### src/rtl/perf_mode_seq_pkg.sv
package perf_mode_seq_pkg;

    typedef enum logic [3:0] {
        S_IDLE  = 4'd0,
        S_MASK  = 4'd1,
        S_ENTER = 4'd2,
        S_VUP   = 4'd3,
        S_RLO   = 4'd4,
        S_RHI   = 4'd5,
        S_VDN   = 4'd6,
        S_EXIT  = 4'd7,
        S_FAULT = 4'd8
    } seq_state_e;

    typedef struct packed {
        seq_state_e st;
        logic       tgt;
        logic       mode;
        logic       mask;
        logic       slp;
        logic       vhi;
        logic       rsel_n;
        logic       flt;
    } seq_regs_t;

    localparam seq_regs_t SEQ_RESET = '{
        st:     S_IDLE,
        tgt:    1'b0,
        mode:   1'b0,
        mask:   1'b0,
        slp:    1'b0,
        vhi:    1'b0,
        rsel_n: 1'b1,
        flt:    1'b0
    };

endpackage

### src/rtl/pms_req_hold.sv
module pms_req_hold (
    input  logic clk,
    input  logic rst_n,
    input  logic up_req,
    input  logic dn_req,
    input  logic take,
    output logic pend_up,
    output logic pend_dn
);

    typedef struct packed {
        logic up;
        logic dn;
    } pend_t;

    pend_t pend_d, pend_q;

    always_comb begin
        pend_d = pend_q;
        if (take) begin
            pend_d.up = 1'b0;
            pend_d.dn = 1'b0;
        end
        if (up_req) begin
            pend_d.up = 1'b1;
            pend_d.dn = 1'b0;
        end else if (dn_req) begin
            pend_d.up = 1'b0;
            pend_d.dn = 1'b1;
        end
    end

    always_ff @(posedge clk) begin
        if (!rst_n) pend_q <= '0;
        else        pend_q <= pend_d;
    end

    assign pend_up = pend_q.up;
    assign pend_dn = pend_q.dn;

    a_r12_one_pending: assert property (@(posedge clk) disable iff (!rst_n)
        !(pend_up && pend_dn));

    a_r12_up_wins: assert property (@(posedge clk) disable iff (!rst_n)
        (up_req && dn_req) |=> pend_up);

endmodule

### src/rtl/pms_wait_timer.sv
module pms_wait_timer #(
    parameter int TW = 16
) (
    input  logic          clk,
    input  logic          rst_n,
    input  logic          restart,
    input  logic [TW-1:0] lim,
    output logic          expired
);

    logic [TW-1:0] cnt_d, cnt_q;

    always_comb begin
        cnt_d = cnt_q;
        if (restart)          cnt_d = '0;
        else if (cnt_q < lim) cnt_d = cnt_q + 1'b1;
    end

    always_ff @(posedge clk) begin
        if (!rst_n) cnt_q <= '0;
        else        cnt_q <= cnt_d;
    end

    assign expired = (cnt_q >= lim);

    a_r10_fresh_wait: assert property (@(posedge clk) disable iff (!rst_n)
        (restart && lim != '0) |=> !expired);

endmodule

### src/rtl/perf_mode_seq.sv
module perf_mode_seq
    import perf_mode_seq_pkg::*;
#(
    parameter int TW = 16
) (
    input  logic          clk,
    input  logic          rst_n,
    input  logic          up_req,
    input  logic          dn_req,
    input  logic [TW-1:0] timeout_lim,
    input  logic          irq_masked_ack,
    input  logic          sleep_ack,
    input  logic          vhi_ok,
    output logic          irq_mask_req,
    output logic          sleep_req,
    output logic          vhigh_sel,
    output logic          ratio_sel_n,
    output logic          perf_mode,
    output logic          cnt_valid,
    output logic          fault
);

    seq_regs_t q, n;
    logic      take;
    logic      restart;
    logic      expired;
    logic      pend_up, pend_dn;

    pms_req_hold u_hold (
        .clk     (clk),
        .rst_n   (rst_n),
        .up_req  (up_req),
        .dn_req  (dn_req),
        .take    (take),
        .pend_up (pend_up),
        .pend_dn (pend_dn)
    );

    pms_wait_timer #(.TW(TW)) u_timer (
        .clk     (clk),
        .rst_n   (rst_n),
        .restart (restart),
        .lim     (timeout_lim),
        .expired (expired)
    );

    always_comb begin
        n    = q;
        take = 1'b0;
        unique case (q.st)
            S_IDLE: begin
                if (pend_up || pend_dn) begin
                    take = 1'b1;
                    if (pend_up != q.mode) begin
                        n.tgt  = pend_up;
                        n.mask = 1'b1;
                        n.st   = S_MASK;
                    end
                end
            end
            S_MASK: begin
                if (irq_masked_ack) begin
                    n.slp = 1'b1;
                    n.st  = S_ENTER;
                end else if (expired) begin
                    n.flt = 1'b1;
                    n.st  = S_FAULT;
                end
            end
            S_ENTER: begin
                if (sleep_ack) begin
                    if (q.tgt) begin
                        n.vhi = 1'b1;
                        n.st  = S_VUP;
                    end else begin
                        n.rsel_n = 1'b1;
                        n.st     = S_RHI;
                    end
                end else if (expired) begin
                    n.flt = 1'b1;
                    n.st  = S_FAULT;
                end
            end
            S_VUP: begin
                if (vhi_ok && sleep_ack) begin
                    n.rsel_n = 1'b0;
                    n.st     = S_RLO;
                end else if (expired) begin
                    n.flt = 1'b1;
                    n.st  = S_FAULT;
                end
            end
            S_RLO: begin
                n.slp = 1'b0;
                n.st  = S_EXIT;
            end
            S_RHI: begin
                n.vhi = 1'b0;
                n.st  = S_VDN;
            end
            S_VDN: begin
                if (!vhi_ok) begin
                    n.slp = 1'b0;
                    n.st  = S_EXIT;
                end else if (expired) begin
                    n.flt = 1'b1;
                    n.st  = S_FAULT;
                end
            end
            S_EXIT: begin
                if (!sleep_ack) begin
                    n.mode = q.tgt;
                    n.mask = 1'b0;
                    n.st   = S_IDLE;
                end else if (expired) begin
                    n.flt = 1'b1;
                    n.st  = S_FAULT;
                end
            end
            S_FAULT: begin
                n = q;
            end
            default: begin
                n.flt = 1'b1;
                n.st  = S_FAULT;
            end
        endcase
        restart = (n.st != q.st);
    end

    always_ff @(posedge clk) begin
        if (!rst_n) q <= SEQ_RESET;
        else        q <= n;
    end

    assign irq_mask_req = q.mask;
    assign sleep_req    = q.slp;
    assign vhigh_sel    = q.vhi;
    assign ratio_sel_n  = q.rsel_n;
    assign perf_mode    = q.mode;
    assign fault        = q.flt;
    assign cnt_valid    = !(q.slp || sleep_ack);

    // voltage goes up only once the core is asleep
    a_r2_vup_in_sleep: assert property (@(posedge clk) disable iff (!rst_n)
        $rose(vhigh_sel) |-> (sleep_req && $past(sleep_ack)));

    // the core is released only with a matching voltage and ratio
    a_r2_wake_consistent: assert property (@(posedge clk) disable iff (!rst_n)
        $fell(sleep_req) |-> (ratio_sel_n == !vhigh_sel));

    a_r3_ratio_up_before_vdown: assert property (@(posedge clk) disable iff (!rst_n)
        $rose(ratio_sel_n) |-> vhigh_sel);

    a_r4_ratio_in_sleep: assert property (@(posedge clk) disable iff (!rst_n)
        (ratio_sel_n != $past(ratio_sel_n)) |-> $past(sleep_ack));

    a_r5_ratio_low_after_vgood: assert property (@(posedge clk) disable iff (!rst_n)
        $fell(ratio_sel_n) |-> (vhigh_sel && $past(vhi_ok)));

    a_r5_vdown_after_ratio_high: assert property (@(posedge clk) disable iff (!rst_n)
        $fell(vhigh_sel) |-> ratio_sel_n);

    a_r6_sleep_after_mask: assert property (@(posedge clk) disable iff (!rst_n)
        $rose(sleep_req) |-> ($past(irq_masked_ack) && irq_mask_req));

    a_r6_mask_held: assert property (@(posedge clk) disable iff (!rst_n)
        sleep_req |-> irq_mask_req);

    a_r10_fault_sticky: assert property (@(posedge clk) disable iff (!rst_n)
        $past(fault) |-> (fault && $stable(sleep_req) && $stable(vhigh_sel)
                          && $stable(ratio_sel_n) && $stable(perf_mode)));

    a_r11_mode_on_wake: assert property (@(posedge clk) disable iff (!rst_n)
        (perf_mode != $past(perf_mode)) |-> ($past(!sleep_ack) && $past(!sleep_req)));

endmodule

### config.mk
export PLATFORM = sky130hd
export DESIGN_NAME = perf_mode_seq
export DESIGN_NICKNAME = d
export VERILOG_FILES = /design/src/rtl/perf_mode_seq_pkg.sv /design/src/rtl/pms_req_hold.sv /design/src/rtl/pms_wait_timer.sv /design/src/rtl/perf_mode_seq.sv
export SDC_FILE = /design/constraint.sdc
export NUM_CORES = 1
export LEC_CHECK = 0
export BUFFER_PORTS_ARGS = -buffer_cell sky130_fd_sc_hd__buf_4
export CORE_MARGIN = 4
export CORE_UTILIZATION = 45
export CTS_BUF_LIST = sky130_fd_sc_hd__clkbuf_4
export DETAILED_ROUTE_END_ITERATION = 8
export PLACE_DENSITY = 0.79
export SLEW_MARGIN = 25
export SYNTH_ARGS = -nofsm -noshare
export SYNTH_HDL_FRONTEND = slang
export SYNTH_SLANG_ARGS = --single-unit
### constraint.sdc
create_clock -name clk -period 2.2 [get_ports clk]
set_input_delay 0.22 -clock clk [delete_from_list [all_inputs] [get_ports clk]]
set_output_delay 0.22 -clock clk [all_outputs]
set_load 0.005 [all_outputs]
==> load_flow_metrics.sql <==
INSERT INTO impl_metrics (metric_group, metric, value, unit) VALUES
('status', 'outcome', 'finished with violations', ''),
('status', 'violations', 'setup timing', ''),
('yosys', 'synth_enable_flop_cells', '0', ''),
('global_route', 'antenna_found_initial', '0', ''),
('power', 'share_clk_of_total_power', '25.4', '%'),
('clocking', 'worst_skew_pair.late_latency', '0.34', 'ns'),
('yosys', 'synth_area', '2190', 'um^2'),
('power', 'internal_power', '830', 'uW'),
('layout', 'nNetsFinal', '382', ''),
('layout', 'area_growth', '35.1', '%'),
('critical_path', 'critical_path_class', 'register to register', ''),
('critical_path', 'crit_path_start_kind', 'register', ''),
('timing', 'fin_worst_skew', '0.00975', 'ns'),
('timing', 'grt_setup_unrepaired', 'yes', ''),
('power', 'comb_power_share', '29.4', '%'),
('yosys', 'ys_warn_count', '0', ''),
('placement', 'placement.io_buffers', '29', ''),
('clocking', 'cts_num_sinks', '29', ''),
('detailed_routing', 'avgViaCountPerCell', '5.80', ''),
('power', 'finalPower', '1260', 'uW'),
('critical_path', 'worst-endpoint-required', '2.46', 'ns'),
('yosys', 'synthesis.instances', '277', ''),
('power', 'switching_power_of_the_nets', '432', 'uW'),
('global_route', 'first_global_vias', '2147', ''),
('timing', 'period_minus_slack', '2.30', 'ns'),
('min_path', 'min_path_type', 'primary input to register', ''),
('timing', 'setup_ws', '-0.104', 'ns'),
('timing', 'slew_violations', '0', ''),
('die', 'placeableCoreArea', '4720', 'um^2'),
('timing', 'setup_viol', '12', ''),
('global_route', 'grt-ovfl-total', '0', ''),
('power', 'cellPowerDensity', '426', 'nW/um^2'),
('detailed_routing', 'avgRoutedWirePerCell', '15.4', 'um'),
('detailed_routing', 'drt_iter0_markers', '215', ''),
('yosys', 'synth.ff_latch_count', '29', ''),
('yosys', 'synth-main-ff-cell', 'sky130_fd_sc_hd__dfxtp_1', ''),
('layout', 'fillers', '409', ''),
('timing', 'max_freq', '434', 'MHz'),
('job', 'max-cap-violations', '0', ''),
('detailed_routing', 'route.antenna.remaining_nets', '0', ''),
('die', 'chipWidth', '77.8', 'um'),
('die', 'rows', '25', ''),
('yosys', 'post_synthesis_cell_type_count', '50', ''),
('timing', 'hold_viol', '0', ''),
('die', 'initial_core_util', '46.4', '%'),
('detailed_routing', 'drtPass1Iterations', '5', ''),
('critical_path', 'critical_path.endpoint_type', 'register', ''),
('global_route', 'pin_count_of_the_biggest_net_entering_global_routing', '17', ''),
('power', 'power.switching_fraction', '34.2', '%'),
('clocking', 'clk_pin_slew_worst_paths', '0.10', 'ns'),
('yosys', 'sequential_fraction_of_the_synthesis_area', '26.5', '%'),
('power', 'seqPwrFrac', '45.2', '%'),
('yosys', 'postSynthNetCount', '317', ''),
('placement', 'hpwl', '4120', 'um'),
('global_route', 'grt_first_pass_wirelength', '9360', 'um'),
('clocking', 'cts_root_buf', 'sky130_fd_sc_hd__clkbuf_4', ''),
('layout', 'drive_gt1_share', '35.0', '%'),
('critical_path', 'data_arrival_time_of_the_critical_path', '2.56', 'ns'),
('clocking', 'hold_buffers', '0', ''),
('detailed_routing', 'drt_drc_violations_left', '0', ''),
('power', 'static-leakage-power', '0.00125', 'uW'),
('layout', 'antenna_cells', '0', ''),
('die', 'ios', '30', ''),
('detailed_routing', 'vias', '2377', ''),
('power', 'worst_ir_drop_vdd', '304', 'uV'),
('timing', 'tightest_slew', '0.446', 'ns'),
('detailed_routing', 'finalWirelength', '6330', 'um'),
('timing', 'holdWs', '0.0447', 'ns'),
('critical_path', 'crit_fanout', '8', ''),
('timing', 'period_share', '105', '%'),
('die', 'die_h', '77.8', 'um'),
('clocking', 'h-tree-depth', '2', ''),
('layout', 'most_frequent_standard_cell_in_the_layout_excluding_fill_and_tap_cells', 'sky130_fd_sc_hd__buf_4', ''),
('timing', 'slew_headroom', '70.0', '%'),
('clocking', 'cts_max_path_buffers', '2', ''),
('clocking', 'cts_buffers', '5', ''),
('yosys', 'synth_async_sr_flop_share', '0', '%'),
('layout', 'commonest_cells_after_routing_fill_and_taps_aside', 'sky130_fd_sc_hd__buf_4 (66), sky130_fd_sc_hd__inv_1 (28), sky130_fd_sc_hd__dfxtp_1 (24)', ''),
('clocking', 'tritoncts', 'done', ''),
('die', 'die-area', '6050', 'um^2'),
('global_route', 'global_route.usage.total', '18.8', '%'),
('placement', 'gp_routability_congestion', '0.965', ''),
('yosys', 'synth_area_per_cell', '7.90', 'um^2');
## path summary, 6_finish.rpt
path              cells after the start                       endpoint                      startpoint  slack [ns]
setup / recovery                      9  u_timer.cnt_q[8]$_SDFFE_PP0N_  u_timer.cnt_q[13]$_SDFFE_PP0N_       -0.10
hold / removal                        2    u_hold.pend_dn$_SDFFE_PP0P_                          up_req        0.04
setup reg to reg                      9  u_timer.cnt_q[8]$_SDFFE_PP0N_  u_timer.cnt_q[13]$_SDFFE_PP0N_       -0.10
hold reg to reg                       1       ratio_sel_n$_SDFFE_PN1P_        ratio_sel_n$_SDFFE_PN1P_        0.46
## sequential cells by signal, summed over array words and instances, names as in the netlist
register        count
u_timer.cnt_q      16
q                   5
fault               1
irq_mask_req        1
perf_mode           1
ratio_sel_n         1
sleep_req           1
u_hold.pend_dn      1
u_hold.pend_up      1
vhigh_sel           1
## per-layer routing
metal / part of all wire, % / up-vias / wire [um] / global-route usage [%]
met5: 0 / - / 0 / 0
met4: 3.9 / 0 / 249 / 8.19
met3: 6.1 / 21 / 386 / 3.83
met2: 51 / 97 / 3220 / 33.6
met1: 39 / 1125 / 2470 / 21.5
li1: - / 1134 / - / -
## worst max-delay path, cell delays in order (launching register included)
cell and delay, ns:
sky130_fd_sc_hd__dfxtp_2 0.39, sky130_fd_sc_hd__ha_4 0.22, sky130_fd_sc_hd__nand4_1 0.13, sky130_fd_sc_hd__buf_4 0.16
sky130_fd_sc_hd__nor2_4 0.04, sky130_fd_sc_hd__a311oi_4 0.26, sky130_fd_sc_hd__buf_6 0.17, sky130_fd_sc_hd__nand4_1 0.24
sky130_fd_sc_hd__a22o_4 0.41, sky130_fd_sc_hd__a211oi_2 0.20
## power by group through the flow
stage / registers (uW) / logic, uW / clock network, uW
2_1_floorplan: 577 / 219 / 0
3_3_place_gp: 581 / 314 / 0
3_5_place_dp: 582 / 323 / 0
4_1_cts: 570 / 326 / 317
5_1_grt: 575 / 408 / 352
6_report: 570 / 370 / 321
## area by class of cell
cell class                 instances  area, um^2  area share [%]
inverter                          29         109            3.68
multi-input combinational        206        1580            53.3
tap                               67        83.8            2.83
clock inverter                     3        12.5           0.423
sequential                        29         587            19.8
timing repair buffer              71         552            18.6
clock buffer                       5        37.5            1.27
## through the flow
stage	setup TNS, ns	utilization (%)	worst slack, ns	instance area (um^2)	std cells
2_1_floorplan	0	-	0.00518	2190	277
3_3_place_gp	-0.779	57.0	-0.0717	2690	397
3_5_place_dp	-2.57	57.0	-0.188	2690	397
4_1_cts	-0.0260	58.9	-0.00848	2780	409
5_1_grt	-1.39	62.6	-0.132	2960	410
6_report	-0.428	62.6	-0.104	2960	410
## Yosys cell counts (2+ instances only)
cell,instances,area share (%)
sky130_fd_sc_hd__a211oi_1,7,2.4
sky130_fd_sc_hd__a21o_1,2,0.69
sky130_fd_sc_hd__a21oi_1,17,3.9
sky130_fd_sc_hd__a311oi_1,2,0.80
sky130_fd_sc_hd__a31oi_1,4,1.1
sky130_fd_sc_hd__and2_1,3,0.86
sky130_fd_sc_hd__and3_1,3,0.86
sky130_fd_sc_hd__buf_2,4,0.91
sky130_fd_sc_hd__buf_6,4,2.1
sky130_fd_sc_hd__clkbuf_1,5,0.86
sky130_fd_sc_hd__dfxtp_1,29,27
sky130_fd_sc_hd__ha_1,17,9.7
sky130_fd_sc_hd__inv_1,28,4.8
sky130_fd_sc_hd__mux2i_1,2,0.91
sky130_fd_sc_hd__nand2_1,17,2.9
sky130_fd_sc_hd__nand2b_1,7,2.0
sky130_fd_sc_hd__nand3_1,6,1.4
sky130_fd_sc_hd__nand3b_1,2,0.69
sky130_fd_sc_hd__nand4_1,19,5.4
sky130_fd_sc_hd__nor2_1,18,3.1
sky130_fd_sc_hd__nor3_1,13,3.0
sky130_fd_sc_hd__nor3_2,9,4.1
sky130_fd_sc_hd__nor4_1,3,0.86
sky130_fd_sc_hd__o21ai_0,14,3.2
sky130_fd_sc_hd__o21ai_1,2,0.46
sky130_fd_sc_hd__o31ai_1,4,1.4
sky130_fd_sc_hd__or3_1,3,0.86
sky130_fd_sc_hd__xnor2_1,2,0.80
sky130_fd_sc_hd__xor2_1,10,4.0
## kinds of logic (layout without fill, tap and decap cells)
kind of cell | count (synthesis) | after routing | share of synthesized area [%]
muxes | 2 | 2 | 0.914
AOI/OAI and AO/OA | 62 | 63 | 19.4
buffers and inverters | 43 | 108 | 8.97
and+or+nand+nor | 112 | 112 | 29.7
adders and majority gates | 17 | 17 | 9.71
xor gates and xnor gates | 12 | 12 | 4.80
DFF | 29 | 29 | 26.5
## repair_timing
item | CTS | global route
gates resized for setup | 3 | 34
cloned | 0 | 1
endpoints found under the setup margin | 19 | 19
buffers inserted | 4 | 1
pin swaps | 3 | 26
hold endpoints to repair | 0 | 0
(Power assumes the default switching activity.)
